$ cat config.mk
export PLATFORM = sky130hd
export DESIGN_NAME = wsplit_ctrl
export DESIGN_NICKNAME = d
export VERILOG_FILES = /design/src/rtl/wsplit_pkg.sv /design/src/rtl/wsplit_table.sv /design/src/rtl/wsplit_even.sv /design/src/rtl/wsplit_ctrl.sv
export SDC_FILE = /design/constraint.sdc
export NUM_CORES = 1
export LEC_CHECK = 0
export ABC_AREA = 1
export BUFFER_PORTS_ARGS = -buffer_cell sky130_fd_sc_hd__buf_2
export CORE_ASPECT_RATIO = 0.7
export CORE_MARGIN = 2
export CORE_UTILIZATION = 43
export CTS_CLUSTER_DIAMETER = 30
export CTS_CLUSTER_SIZE = 24
export DETAILED_ROUTE_END_ITERATION = 7
export SYNTH_ARGS = -nofsm -noshare
export SYNTH_HDL_FRONTEND = slang
export SYNTH_SLANG_ARGS = --single-unit
$ cat constraint.sdc
create_clock -name clk -period 4.5 [get_ports clk]
set_input_delay 0.9 -clock clk [delete_from_list [all_inputs] [get_ports clk]]
set_output_delay 0.9 -clock clk [all_outputs]
set_load 0.005 [all_outputs]
$ cat src/rtl/wsplit_pkg.sv
package wsplit_pkg;

    // Controller sequencing states
    typedef enum logic [2:0] {
        ST_IDLE,
        ST_LOOKUP,
        ST_SPLIT,
        ST_ACCUM,
        ST_FINISH
    } wsplit_state_e;

endpackage

$ cat src/rtl/wsplit_table.sv
// Level-indexed table of slow-group weight caps. Entry e serves level code e+1.
module wsplit_table #(
    parameter int ENTRIES = 5,
    parameter int LVL_W   = 3,
    parameter int CNT_W   = 16
) (
    input  logic             clk,
    input  logic             rst_n,
    input  logic             wr_en,
    input  logic [LVL_W-1:0] wr_lvl,
    input  logic [CNT_W-1:0] wr_cap,
    input  logic [LVL_W-1:0] rd_lvl,
    output logic [CNT_W-1:0] rd_cap
);

    logic [CNT_W-1:0] cap_q [ENTRIES];

    always_ff @(posedge clk) begin
        if (!rst_n) begin
            for (int e = 0; e < ENTRIES; e++) begin
                cap_q[e] <= '0;
            end
        end else if (wr_en) begin
            for (int e = 0; e < ENTRIES; e++) begin
                if (wr_lvl == LVL_W'(e + 1)) begin
                    cap_q[e] <= wr_cap;
                end
            end
        end
    end

    always_comb begin
        rd_cap = '0;
        for (int e = 0; e < ENTRIES; e++) begin
            if (rd_lvl == LVL_W'(e + 1)) begin
                rd_cap = cap_q[e];
            end
        end
    end

endmodule

$ cat src/rtl/wsplit_even.sv
// Spreads a share over MODS modules; lower indices absorb the remainder.
module wsplit_even #(
    parameter int MODS  = 4,
    parameter int CNT_W = 16
) (
    input  logic [CNT_W-1:0]            share,
    output logic [MODS-1:0][CNT_W-1:0]  cnt
);

    localparam logic [CNT_W-1:0] DIV = CNT_W'(MODS);

    logic [CNT_W-1:0] quo;
    logic [CNT_W-1:0] rem;

    assign quo = share / DIV;
    assign rem = share % DIV;

    for (genvar k = 0; k < MODS; k++) begin : g_mod
        localparam logic [CNT_W-1:0] KV = CNT_W'(k);
        assign cnt[k] = quo + {{(CNT_W-1){1'b0}}, (KV < rem)};
    end

endmodule

$ cat src/rtl/wsplit_ctrl.sv
module wsplit_ctrl
    import wsplit_pkg::*;
#(
    parameter int N_LEVELS  = 4,
    parameter int FAST_MODS = 4,
    parameter int SLOW_MODS = 4,
    parameter int CNT_W     = 16,
    localparam int LVL_W    = $clog2(N_LEVELS + 2)
) (
    input  logic                       clk,
    input  logic                       rst_n,
    input  logic                       cfg_we,
    input  logic [LVL_W-1:0]           cfg_level,
    input  logic [CNT_W-1:0]           cfg_slow_cap,
    input  logic                       req,
    input  logic [LVL_W-1:0]           req_level,
    input  logic [CNT_W-1:0]           req_total,
    output logic                       busy,
    output logic                       done,
    output logic [LVL_W-1:0]           act_level,
    output logic [FAST_MODS*CNT_W-1:0] fast_cnt,
    output logic [FAST_MODS*CNT_W-1:0] fast_off,
    output logic [SLOW_MODS*CNT_W-1:0] slow_cnt,
    output logic [SLOW_MODS*CNT_W-1:0] slow_off
);

    localparam int TOT     = FAST_MODS + SLOW_MODS;
    localparam int ENTRIES = N_LEVELS + 1;
    localparam int CUR_W   = (TOT > 1) ? $clog2(TOT) : 1;
    localparam logic [CUR_W-1:0] CUR_LAST  = CUR_W'(TOT - 1);
    localparam logic [LVL_W-1:0] LVL_TOP   = LVL_W'(N_LEVELS);
    localparam logic [LVL_W-1:0] LVL_TURBO = LVL_W'(N_LEVELS + 1);

    wsplit_state_e state_q, state_d;

    logic                      first_q;
    logic [LVL_W-1:0]          lvl_q;
    logic [CNT_W-1:0]          total_q;
    logic [CNT_W-1:0]          slow_share_q;
    logic [CNT_W-1:0]          fast_share_q;
    logic [TOT-1:0][CNT_W-1:0] cnt_all_q;
    logic [TOT-1:0][CNT_W-1:0] off_all_q;
    logic [CUR_W-1:0]          cur_q;
    logic [CNT_W-1:0]          run_q;
    logic [TOT-1:0][CNT_W-1:0] pub_cnt_q;
    logic [TOT-1:0][CNT_W-1:0] pub_off_q;
    logic [LVL_W-1:0]          pub_lvl_q;
    logic                      done_q;

    logic [LVL_W-1:0]                lvl_pick;
    logic [CNT_W-1:0]                cap_rd;
    logic [CNT_W-1:0]                slow_pick;
    logic [FAST_MODS-1:0][CNT_W-1:0] fast_split;
    logic [SLOW_MODS-1:0][CNT_W-1:0] slow_split;

    // Level selection: first request after reset uses the top normal level,
    // codes outside 1..N_LEVELS+1 fall back to turbo.
    always_comb begin
        if (first_q) begin
            lvl_pick = LVL_TOP;
        end else if (req_level == '0 || req_level > LVL_TURBO) begin
            lvl_pick = LVL_TURBO;
        end else begin
            lvl_pick = req_level;
        end
    end

    wsplit_table #(
        .ENTRIES (ENTRIES),
        .LVL_W   (LVL_W),
        .CNT_W   (CNT_W)
    ) u_table (
        .clk    (clk),
        .rst_n  (rst_n),
        .wr_en  (cfg_we && (state_q == ST_IDLE)),
        .wr_lvl (cfg_level),
        .wr_cap (cfg_slow_cap),
        .rd_lvl (lvl_q),
        .rd_cap (cap_rd)
    );

    assign slow_pick = (cap_rd < total_q) ? cap_rd : total_q;

    wsplit_even #(
        .MODS  (FAST_MODS),
        .CNT_W (CNT_W)
    ) u_even_fast (
        .share (fast_share_q),
        .cnt   (fast_split)
    );

    wsplit_even #(
        .MODS  (SLOW_MODS),
        .CNT_W (CNT_W)
    ) u_even_slow (
        .share (slow_share_q),
        .cnt   (slow_split)
    );

    // State register
    always_ff @(posedge clk) begin
        if (!rst_n) begin
            state_q <= ST_IDLE;
        end else begin
            state_q <= state_d;
        end
    end

    // Transitions: accept, shares-ready, split-ready, next/last-module, publish
    always_comb begin
        state_d = state_q;
        unique case (state_q)
            ST_IDLE:   if (req) state_d = ST_LOOKUP;
            ST_LOOKUP: state_d = ST_SPLIT;
            ST_SPLIT:  state_d = ST_ACCUM;
            ST_ACCUM:  if (cur_q == CUR_LAST) state_d = ST_FINISH;
            ST_FINISH: state_d = ST_IDLE;
            default:   state_d = ST_IDLE;
        endcase
    end

    // Datapath and published outputs
    always_ff @(posedge clk) begin
        if (!rst_n) begin
            first_q      <= 1'b1;
            lvl_q        <= '0;
            total_q      <= '0;
            slow_share_q <= '0;
            fast_share_q <= '0;
            cnt_all_q    <= '0;
            off_all_q    <= '0;
            cur_q        <= '0;
            run_q        <= '0;
            pub_cnt_q    <= '0;
            pub_off_q    <= '0;
            pub_lvl_q    <= '0;
            done_q       <= 1'b0;
        end else begin
            done_q <= 1'b0;
            unique case (state_q)
                ST_IDLE: begin
                    if (req) begin
                        lvl_q   <= lvl_pick;
                        total_q <= req_total;
                        first_q <= 1'b0;
                    end
                end
                ST_LOOKUP: begin
                    slow_share_q <= slow_pick;
                    fast_share_q <= total_q - slow_pick;
                end
                ST_SPLIT: begin
                    cnt_all_q[FAST_MODS-1:0]   <= fast_split;
                    cnt_all_q[TOT-1:FAST_MODS] <= slow_split;
                    cur_q <= '0;
                    run_q <= '0;
                end
                ST_ACCUM: begin
                    off_all_q[cur_q] <= run_q;
                    run_q            <= run_q + cnt_all_q[cur_q];
                    cur_q            <= cur_q + 1'b1;
                end
                ST_FINISH: begin
                    pub_cnt_q <= cnt_all_q;
                    pub_off_q <= off_all_q;
                    pub_lvl_q <= lvl_q;
                    done_q    <= 1'b1;
                end
                default: begin
                    done_q <= 1'b0;
                end
            endcase
        end
    end

    assign busy      = (state_q != ST_IDLE);
    assign done      = done_q;
    assign act_level = pub_lvl_q;
    assign fast_cnt  = pub_cnt_q[FAST_MODS-1:0];
    assign slow_cnt  = pub_cnt_q[TOT-1:FAST_MODS];
    assign fast_off  = pub_off_q[FAST_MODS-1:0];
    assign slow_off  = pub_off_q[TOT-1:FAST_MODS];

endmodule

* Word level (Yosys, flattened, before mapping)
Memories as Yosys holds them, arrays and structs flattened.
Cells that the tools add are included.
** Operators by class
- Add/subtract/negate cells :: 11
- Magnitude comparators :: 12
- Eq/ne operators :: 17
- Mux-type cells :: 45
- Bitwise logic cells :: 5
- Reduce and logical (&&, ||, !) cells :: 9
** Operator list (count)
- two-way mux 16 bit :: 13
- bitwise mux 128 bit :: 1
- adder 14 x 1 -> 15 bit :: 8
- binary-select mux 16 bit (select 3 bit) :: 1
- demux 16 bit (select 3 bit) :: 1
- case mux 16 bit (2 select lines) :: 1
- two-way mux 1 bit :: 22
- == test 3 x 2 -> 1 bit (second input constant) :: 6
- == test 3 bit (second input constant) :: 6
- adder 16 bit :: 1
- < comparator 16 bit :: 1
- subtractor 16 bit :: 1
- two-way mux 3 bit :: 4
- case mux 3 bit (4 select lines) :: 1
- == test 3 x 1 -> 1 bit (second input constant) :: 3
- < comparator 1 x 2 -> 1 bit (first input constant) :: 4
- < comparator 2 bit (first input constant) :: 4
- zero test 3 bit :: 2
- case mux 3 bit (2 select lines) :: 1
- OR 1 bit :: 5
- < comparator 3 x 4 -> 1 bit (second input constant) :: 1
- inequality test 2 bit (second input constant) :: 2
- AND reduction 2 bit :: 2
- adder 3 x 1 -> 3 bit (second input constant) :: 1
- other kinds (6) :: 7
** Word-level totals
- Bits in registers :: 590
- RAM bits :: 80
- Output and inout bits :: 261
- Word-level logic and storage cells :: 142
- Memories :: 1
** Memory list
- u_table.cap_q :: words 5, bits a word 16, rd ports 5, clocked after Yosys merged registers in 0, write ports 5, line wsplit_table.sv:16 : logic [CNT_W-1:0] cap_q [ENTRIES];

* Logic depth before layout (Yosys ltp)
Gate-level depths: netlist (run 1).
- Word-level depth :: 9
- Gate-level depth with buffers :: 36
- Mapped depth without buffers :: 33

* Cells and area by module
A second synthesis (run 1) with hierarchy kept.
** Second synthesis, totals
- Cell total of the unflattened synthesis :: 3839
- Area total of the unflattened synthesis :: 28905.2 um^2
** By module, submodules not included
- wsplit_ctrl :: times used 1, cells an instance 3145, area each 23244.8 um^2
- wsplit_table :: times used 1, cells an instance 329, area each 3569.7 um^2
- wsplit_even (u_even_fast) :: times used 1, cells an instance 182, area each 1048.5 um^2
- wsplit_even (u_even_slow) :: times used 1, cells an instance 183, area each 1042.2 um^2

* Least setup slack after synthesis (run 1)
OpenSTA, ideal clock, no wires.
- Kind :: reg-to-reg
- Start :: register lvl_q[0]
- End :: register fast_share_q[10]
- Setup time :: 0.113 ns
- Arrival time :: 3.805 ns
- Path slack :: 0.582 ns
- Stages on the path, launching flop included :: 33
- Buffers on the path :: 3
- Clock period less this slack :: 3.918 ns
- Cell sequence :: dfxtp_1 -> buf_4 -> inv_2 -> nor2_1 -> nand2_1 -> inv_1 -> clkbuf_1 -> nand2_1 -> nand4_1 -> o21ai_2 -> inv_1 -> ha_1 -> nand2_1 -> nor2_1 -> a211oi_1 -> nand2_2 -> nand2_4 -> nand2_1 -> buf_2 -> inv_1 -> a31oi_1 -> ha_1 -> fa_1 -> inv_1 -> nand3_2 -> nand2_1 -> nand3_1 -> nand2_2 -> nand2_1 -> nand2_1 -> nor2_1 -> o21ai_1 -> inv_1
** Between the ends
- Longest elaborated chain between the ends :: 9
- Elaborated cells on any way between the ends :: 13
- Classes of those cells :: add/sub: 1; order compare: 1; eq/ne: 5; mux: 6
** Ends and longest elaborated chain
- start: declaration :: line wsplit_ctrl.sv:37 : logic [LVL_W-1:0] lvl_q;
- start signal: assignment :: line wsplit_ctrl.sv:143 : lvl_q <= lvl_pick;
- == test 3 x 1 -> 1 bit :: line wsplit_table.sv:35 : if (rd_lvl == LVL_W'(e + 1)) begin
- two-way mux 16 bit (4 in series) :: line wsplit_table.sv:35
- two-way mux 16 bit * :: line wsplit_table.sv:35
- < comparator 16 bit :: line wsplit_ctrl.sv:82 : assign slow_pick = (cap_rd < total_q) ? cap_rd : total_q;
- two-way mux 16 bit * :: line wsplit_ctrl.sv:82
- via slow_pick[0] :: line wsplit_ctrl.sv:52 : logic [CNT_W-1:0] slow_pick;
- subtractor 16 bit * :: line wsplit_ctrl.sv:150 : fast_share_q <= total_q - slow_pick;
- end signal: assignment :: line wsplit_ctrl.sv:150
- end: declaration :: line wsplit_ctrl.sv:40 : logic [CNT_W-1:0] fast_share_q;
The timed path passes the listed nets; every way through them passes the cells marked *.
A chain may end at the register's enable or synchronous reset.

* Worst setup path after layout (run 1)
- Start :: register lvl_q[1]
- End :: register fast_share_q[13]
** Between the ends
- Longest elaborated chain between the ends :: 9
- Elaborated cells on any way between the ends :: 13
- Classes of those cells :: add/sub: 1; order compare: 1; eq/ne: 5; mux: 6
** Ends and longest elaborated chain (line)
- == test 3 x 1 -> 1 bit :: wsplit_table.sv:35
- two-way mux 16 bit (4 in series) :: wsplit_table.sv:35
- two-way mux 16 bit * :: wsplit_table.sv:35
- < comparator 16 bit :: wsplit_ctrl.sv:82
- two-way mux 16 bit * :: wsplit_ctrl.sv:82
- subtractor 16 bit * :: wsplit_ctrl.sv:150
Every way passes the cells marked *; elsewhere a longest branch is shown, timed or not.

==> impl_summary.txt, run 1 <==
----------------------------------------------------
[Floorplanning]
  Starting density of the core ... between 40 and 50%
  Die span in x ... a little over 300 µm
  Row count ... 77
  Area of the placeable core ... 0.06291 mm²
  Vert. Die Dim ... between 200 and 250 µm
  Top-Level Pins ... approximately 300
  Die footprint ... around 0.066 mm²

[Timing]
  Upper clock frequency limit ... ~0.25 GHz
  Period utilization ... 90.14%
  Post-layout min period ... slightly above 4000 ps
  Worst Skew ... approximately 37 ps
  Count of endpoints failing hold in the final timing report ... 0
  Post-route setup TNS ... 0 ps
  Setup repair after global routing missed its margin ... false
  Worst-case headroom to the max-slew limit ... a little over a fifth
  Max-slew violations ... 0
  Worst-Margin Slew ... 1176 ps
  Number of failing setup endpoints in the final timing report ... 0

[Layout]
  Number of diodes added for antenna fixing ... 0
  Net total in the final layout ... a little under 4000
  Synth-to-layout area growth ... 22.64%
  Fraction of final layout cells sized beyond drive strength 1 ... 15.71%
  Layout filler cell count ... between 6000 and 7000
  Final instance count without filler cells ... 4750

[Placed design]
  Routability cong. ... between 0.9 and 1
  Half-perimeter wire length after placement ... about 63000 µm
  Total instance count after detailed placement ... ~4500
  PortBufs ... between 200 and 300

[Synth]
  Count of synthesis-stage warnings from yosys ... 0
  Basic-gate share of the synthesized area counting and, or, nand and nor cells ... about a fifth
  Count of different cell masters after synthesis ... 58
  Fraction of the yosys area taken by sequential cells ... between 50% and 60%
  Top cells by area, synth ... dfxtp_1, nor2_1, o21ai_0
  Synthesized instance count ... approximately 3600
  Proportion of register bits with asynchronous set or reset after synthesis ... 0%
  Post-synthesis adder-cell area fraction ... 2.439%
  Flop and latch count out of synthesis ... 650
  Dominant combinational cell family by area after synthesis ... simple AND/OR/NAND/NOR gates
  Prevailing post-synth register cell ... dfxtp_1
  Area share of xor/xnor cells in the synthesized design ... 0.5456%
  Post-synthesis instance area ... approximately 0.027 mm²
  Post-Syn Area per Cell ... approximately 7.6 µm²
  Share of Yosys cell area claimed by the top area cell type ... a little over two fifths
  Cell type contributing the most total cell area after synthesis ... dfxtp_1
  Compound-Gate Fraction of Synth Area ... between 15 and 20%
  Mux cell area share after synthesis ... 0%
  Count of flip-flops with a built-in enable after synthesis ... 80

[Critical path]
  Series of cell instances along the critical path ... nand2_1 > nor2_4 > buf_4 > nand2_1 > a41oi_1 > ha_1 > a21oi_1 > o221a_2 > nand2_2 > buf_4 > nand2_1 > o21ai_0 > buf_4 > ha_1 > inv_1 > o21ai_2 > inv_1 > nand2_1 > nand2_1 > nand4_1 > nand3_1 > nand2_1 > inv_1
  Worst path bufs/invs ... 6
  Critical path arrival ... about 4600 ps
  Cell class contributing the biggest share of worst-path delay ... compound AO/OA/AOI/OAI gates
  Kind of critical path ... reg2reg
  Type of origin of the critical path ... register
  Critical path peak fanout ... 13
  Worst path slowest cell ... dfxtp_1
  Delay of the slowest critical-path stage ... 430 ps
  Required time worst endpoint ... 5080 ps
  Cell repeated most along the worst path ... nand2_1
  Critical path endpoint category ... register

[Worst hold path]
  Worst Hold Class ... reg2reg

[GRT]
  Global-route usage over all layers ... ~27%
  Initial antenna violation count ... 0
  Vias in the first global route ... roughly 23000
  Largest net degree at the start of global routing ... 278
  Global-route wire length before repair ... roughly 140000 µm
  Total grt overflow ... 0

[Drt]
  Number of optimization iterations in the first detailed-route pass ... 6
  Total routed wirelength ... around 90000 µm
  Final routed wire length divided by cell count ... around 19 µm
  Post-detailed-route count of antenna-violating nets ... 0
  Detailed router's first-iteration violation count ... ~2500
  Number of vias after detailed routing ... roughly 25000
  Post-detailed-route DRC marker count ... 0
  Post-detailed-route via-to-cell ratio ... about 5.2

[Clocking]
  TritonCTS clock tree ... yes
  Number of buffers created by CTS ... ~110
  CTS root buffer ... clkbuf_16
  CTS clock-pin slew for the worst setup and hold paths ... approximately 60 ps
  Number of buffers on the longest clock path ... 3
  Htree depth ... 3
  Clock insertion delay at the later pin of the skew report ... 680 ps
  Num Clock Sinks ... 650
  Number of hold buffers added after cts ... 0

[Power]
  Power density relative to cell area ... 539.8 mW/mm²
  Leak Pwr ... 14.76 nW
  Max IR drop VDD ... around 0.00030 V

[Outcome]
  Run status ... finished, final reports clean

[Job]
  Max-Cap Viols ... 0

----------------------------------------------------
layout by cell type, fill, tap and decap left out, types with 5 or more instances in the layout:
cell type	count
nand2_1	352
nor2_2	5
conb_1	10
nor3_1	17
a21oi_1	187
clkbuf_16	114
nand4_1	28
ha_1	50
o2111ai_1	14
nand2_2	8
o21ai_2	10
nor2_1	966
edfxtp_1	80
clkinvlp_4	13
xor2_1	10
o21ai_0	599
inv_1	255
clkinv_4	9
clkinv_2	17
nand3_1	54
a22oi_1	6
dfxtp_1	567
clkbuf_8	19
a41oi_1	6
bufinv_16	15
a31oi_1	31
clkbuf_1	8
inv_2	14
nand4_4	6
buf_12	5
buf_2	291
buf_4	48
xnor2_1	7
o211ai_1	11
o21ai_1	12
inv_6	10
state kept, by name, summed over array words and instances, names as in the netlist:
| name | flops |
|---|---|
| off_all_q | 128 |
| cnt_all_q | 118 |
| u_table.cap_q | 80 |
| fast_off | 64 |
| slow_off | 64 |
| fast_cnt | 59 |
| slow_cnt | 59 |
| fast_share_q | 16 |
| run_q | 16 |
| slow_share_q | 16 |
| total_q | 16 |
| act_level | 3 |
| cur_q | 3 |
| lvl_q | 3 |
| state_q | 3 |
| done | 1 |
| first_q | 1 |
where the power goes:
group	internal, mW	switching (mW)	total, mW	leakage [nW]
registers	6.22	0.337	6.56	5.44
logic	0.813	1.73	2.54	7.35
clock network	5.85	3.11	8.96	1.97
total	12.9	5.18	18.1	14.8
final cells by class:
cell class | count | area [µm²] | area share, %
Clock inverter | 69 | 922.1 | 2.755
Tap cell | 829 | 1037 | 3.099
Inverter | 275 | 1045 | 3.122
Timing Repair Buffer | 345 | 1932 | 5.772
Multi-Input combinational cell | 2441 | 11570 | 34.57
Sequential cell | 650 | 13820 | 41.29
Clock buffer | 141 | 3144 | 9.395
worst reg2reg max path: stages, from the launching register on:
cell and delay [ps]:
dfxtp_1 430, nand2_1 130, nor2_4 230, buf_4 200, nand2_1 50, a41oi_1 390, ha_1 330, a21oi_1 150
o221a_2 230, nand2_2 80, buf_4 180, nand2_1 60, o21ai_0 110, buf_4 180, ha_1 350, inv_1 90
o21ai_2 180, inv_1 50, nand2_1 170, nand2_1 100, nand4_1 80, nand3_1 80, nand2_1 70, inv_1 40
logic make-up after synthesis:
family / Yosys count
other: 1
flip-flops: 650
adder cells (fa/ha/maj): 52
buffers and inverters: 506
AO/OA/AOI/OAI: 911
XOR/XNOR: 17
AND/OR/NAND/NOR: 1451
stage by stage:
stage	util, %	total power [mW]	worst slack, ps	hold WS (ps)	cell area [µm²]
2_1_floorplan	-	8.269	581.7	419.5	27320
3_3_place_gp	46.66	9.146	390.3	429.7	29350
3_5_place_dp	46.66	9.144	317.1	435.9	29350
4_1_cts	53.12	18.10	287.9	450.3	33420
5_1_grt	53.20	18.81	46.22	468.7	33470
6_report	53.20	18.07	443.6	456.3	33470
repair_timing:
| item | 4_1_cts | 5_1_grt |
|---|---|---|
| gates resized for setup | 0 | 8 |
| setup buffers | 0 | 2 |
| hold endpoints to repair | 0 | 0 |
| endpoints found under the setup margin | 0 | 12 |
synth_stat cells, types with 3 or more instances:
cell type / instances
o21bai_1: 4
nand2_2: 7
buf_2: 6
clkinv_1: 5
o21ai_2: 8
ha_1: 50
inv_1: 259
o21ai_1: 11
edfxtp_1: 80
o211ai_1: 11
nand4_1: 28
nand4_2: 4
a41oi_1: 6
a211oi_1: 3
clkbuf_1: 191
o2111ai_1: 14
nand3_1: 54
nor2_1: 966
nand2_1: 355
buf_1: 19
dfxtp_1: 570
a21oi_1: 187
a21oi_2: 3
a31oi_1: 31
nor2_2: 5
nor3_1: 19
o31ai_1: 3
a22oi_1: 6
o22ai_1: 3
xor2_1: 10
o21ai_0: 602
buf_4: 13
xnor2_1: 7
inv_2: 11
nand4_4: 6
o221ai_1: 3
routing by layer:
metal / track usage, % / share of wire (%) / vias to the layer above / wire length (µm)
met5: 1.163 / 0.12 / - / 105
met4: 7.921 / 2.4 / 2 / 2207
met3: 7.525 / 10 / 140 / 9357
met2: 36.74 / 39 / 1035 / 35200
met1: 41.22 / 48 / 11410 / 43280
li1: - / - / 12270 / -
final timing paths:
path            start          endpoint  slack (ps)  cells after the start
min reg2reg   first_q           first_q         460                      2
max          lvl_q[1]  fast_share_q[13]         440                     23
max reg2reg  lvl_q[1]  fast_share_q[13]         440                     23
min           first_q           first_q         460                      2
(Power assumes the default switching activity.)
==> inputs of run 2 (changes only) <==
--- a/config.mk
+++ b/config.mk
@@ -13,6 +13,7 @@
 export CTS_CLUSTER_DIAMETER = 30
 export CTS_CLUSTER_SIZE = 24
 export DETAILED_ROUTE_END_ITERATION = 7
+export REMOVE_ABC_BUFFERS = 1
 export SYNTH_ARGS = -nofsm -noshare
 export SYNTH_HDL_FRONTEND = slang
 export SYNTH_SLANG_ARGS = --single-unit
==> run 2 against run 1 <==
Compared with the run above: setup slack worse by 89 ps; final cell count up 0.11%; clock power down 1%; largest power group unchanged; routed wire length down 4.1%; final area about the same; power down 1.2%; first-iteration DRC count down 10%; die area unchanged; non-clock buffer count unchanged; clock skew about the same; highest routed layer is now met4.
==> impl_summary.txt, run 2 (synthesized netlist as in run 1, its figures left out) <==
----------------------------------------------------
[Placed design]
  Half-perimeter wire length after placement ... between 50000 and 60000 µm
  Dpl cell area ... a little under 0.03 mm²
  Minimum setup slack after placement ... 134.3 ps
  PortBufs ... 292
  Routability cong. ... ~0.91

[Drt]
  Post-detailed-route via-to-cell ratio ... 5.208
  Post-detailed-route count of antenna-violating nets ... 0
  Final routed wire length divided by cell count ... ~18 µm
  Total routed wirelength ... roughly 86000 µm
  Post-detailed-route DRC marker count ... 0
  Detailed router's first-iteration violation count ... ~2300
  Number of vias after detailed routing ... 24760
  Number of optimization iterations in the first detailed-route pass ... 6

[Timing]
  Worst-case headroom to the max-slew limit ... between 20% and 30%
  Number of failing setup endpoints in the final timing report ... 0
  Upper clock frequency limit ... about 0.24 GHz
  Post-layout min period ... ~4100 ps
  Worst-Margin Slew ... around 1200 ps
  Setup repair after global routing missed its margin ... false
  Count of endpoints failing hold in the final timing report ... 0
  Period utilization ... between 90 and 100%
  Worst Skew ... between 30 and 40 ps
  Worst Hold Margin ... approximately 470 ps
  Max-slew violations ... 0
  Final setup margin ... around 350 ps

[Layout]
  Largest registers in the final layout ... off_all_q: 128 flops, cnt_all_q: 118 flops, u_table.cap_q: 80 flops
  Number of diodes added for antenna fixing ... 0
  Fraction of final layout cells sized beyond drive strength 1 ... between 15 and 20%
  Number of flip-flops under the largest register name ... around 130
  Synth-to-layout area growth ... 22.60%
  Net total in the final layout ... ~4000
  Post-route cell area ... ~0.033 mm²
  Top library cells by usage in the layout, fill and taps aside ... nor2_1, o21ai_0, dfxtp_1
  Largest register by flop count ... off_all_q
  Layout filler cell count ... 6070
  Most frequent standard cell in the layout excluding fill and tap cells ... nor2_1

[Critical path]
  Worst path slowest cell ... dfxtp_2
  Critical path endpoint category ... register
  Critical path peak fanout ... 7
  Critical path arrival ... 4730 ps
  Worst path bufs/invs ... 5
  Delay of the slowest critical-path stage ... between 400 and 500 ps
  Type of origin of the critical path ... register
  Logic depth of the worst path, buffers included ... 27
  Cell class contributing the biggest share of worst-path delay ... simple AND/OR/NAND/NOR gates
  Required time worst endpoint ... roughly 5000 ps
  Kind of critical path ... reg2reg
  Length in cells of the worst reg-to-reg path ... 27
  Cell repeated most along the worst path ... nand2_1

[Floorplanning]
  Die footprint ... 0.06553 mm²
  Die span in x ... approximately 310 µm
  Row count ... 77
  Vert. Die Dim ... ~210 µm
  Top-Level Pins ... 303
  Area of the placeable core ... approximately 0.063 mm²
  Starting density of the core ... about 43%

[Power]
  Power density relative to cell area ... ~530 mW/mm²
  Max IR drop VDD ... approximately 0.00030 V
  Total power ... between 15 and 20 mW
  Leak Pwr ... 14.75 nW

[Job]
  Max-Cap Viols ... 0

[GRT]
  Met2 Use GR ... a little under two fifths
  Met1 track utilization from global routing ... slightly below 40%
  GRT met3 Usage ... between 5 and 6%
  Global-route usage over all layers ... about a quarter
  Initial antenna violation count ... 0
  Global-route wire length before repair ... 132800 µm
  Global-route layer with the greatest usage ... met1
  Vias in the first global route ... about 23000
  Largest net degree at the start of global routing ... slightly below 200
  Total grt overflow ... 0

[Clocking]
  CTS root buffer ... clkbuf_16
  TritonCTS clock tree ... yes
  CTS clock-pin slew for the worst setup and hold paths ... roughly 60 ps
  Number of buffers created by CTS ... roughly 120
  Number of buffers on the longest clock path ... 3
  Num Clock Sinks ... between 600 and 700
  Htree depth ... 3
  Clock insertion delay at the later pin of the skew report ... between 600 and 700 ps

[Worst hold path]
  Worst Hold Class ... reg2reg
  Worst hold path depth ... 2

[Outcome]
  Run status ... finished, final reports clean

----------------------------------------------------
-- run 2: worst min-delay path, delay by kind of cell (launching register included) --
family,cells,cell delay [ps]
and+or+nand+nor,2,100
DFF,1,320
-- run 2: routing by layer --
layer	routed length (µm)	share of wire, %	vias to the layer above
met5	0	0	-
met4	2007	2.3	0
met3	7297	8.4	139
met2	34870	40	876
met1	42270	49	11460
li1	-	-	12290
-- run 2: final timing paths --
check	startpoint	endpoint	slack, ps
worst min-delay path	first_q	first_q	470
worst max register to register	lvl_q[2]	fast_share_q[14]	350
worst min register to register	first_q	first_q	470
worst max-delay path	lvl_q[2]	fast_share_q[14]	350
-- run 2: what timing repair did --
action | 4_1_cts | 5_1_grt
setup endpoints to repair | 0 | 12
resized for setup | 0 | 10
hold buffers | 0 | 0
setup buffers | 0 | 3
hold endpoints to repair | 0 | 0
-- run 2: power breakdown --
group	switching (mW)	internal [mW]	total, mW
registers	0.307	6.22	6.53
logic	1.66	0.802	2.46
clock network	3.15	5.71	8.86
total	5.12	12.7	17.9
-- run 2: layout make-up --
| class | count | area [µm²] | area share (%) |
|---|---|---|---|
| inverters | 275 | 1049 | 3.134 |
| multi-input cells | 2441 | 11570 | 34.58 |
| clock buffers | 135 | 3095 | 9.252 |
| flip-flops and latches | 650 | 13820 | 41.30 |
| well taps | 829 | 1037 | 3.100 |
| repair inverters | 1 | 7.507 | 0.02244 |
| repair buffers | 345 | 1982 | 5.924 |
| clock inverters | 79 | 899.6 | 2.689 |
-- run 2: through the flow --
step,setup TNS [ps],util (%),std cells
2_1_floorplan,-1018890,-,3366
3_3_place_gp,0,46.70,4537
3_5_place_dp,0,46.70,4537
4_1_cts,0,53.05,4751
5_1_grt,0,53.18,4755
6_report,0,53.18,4755
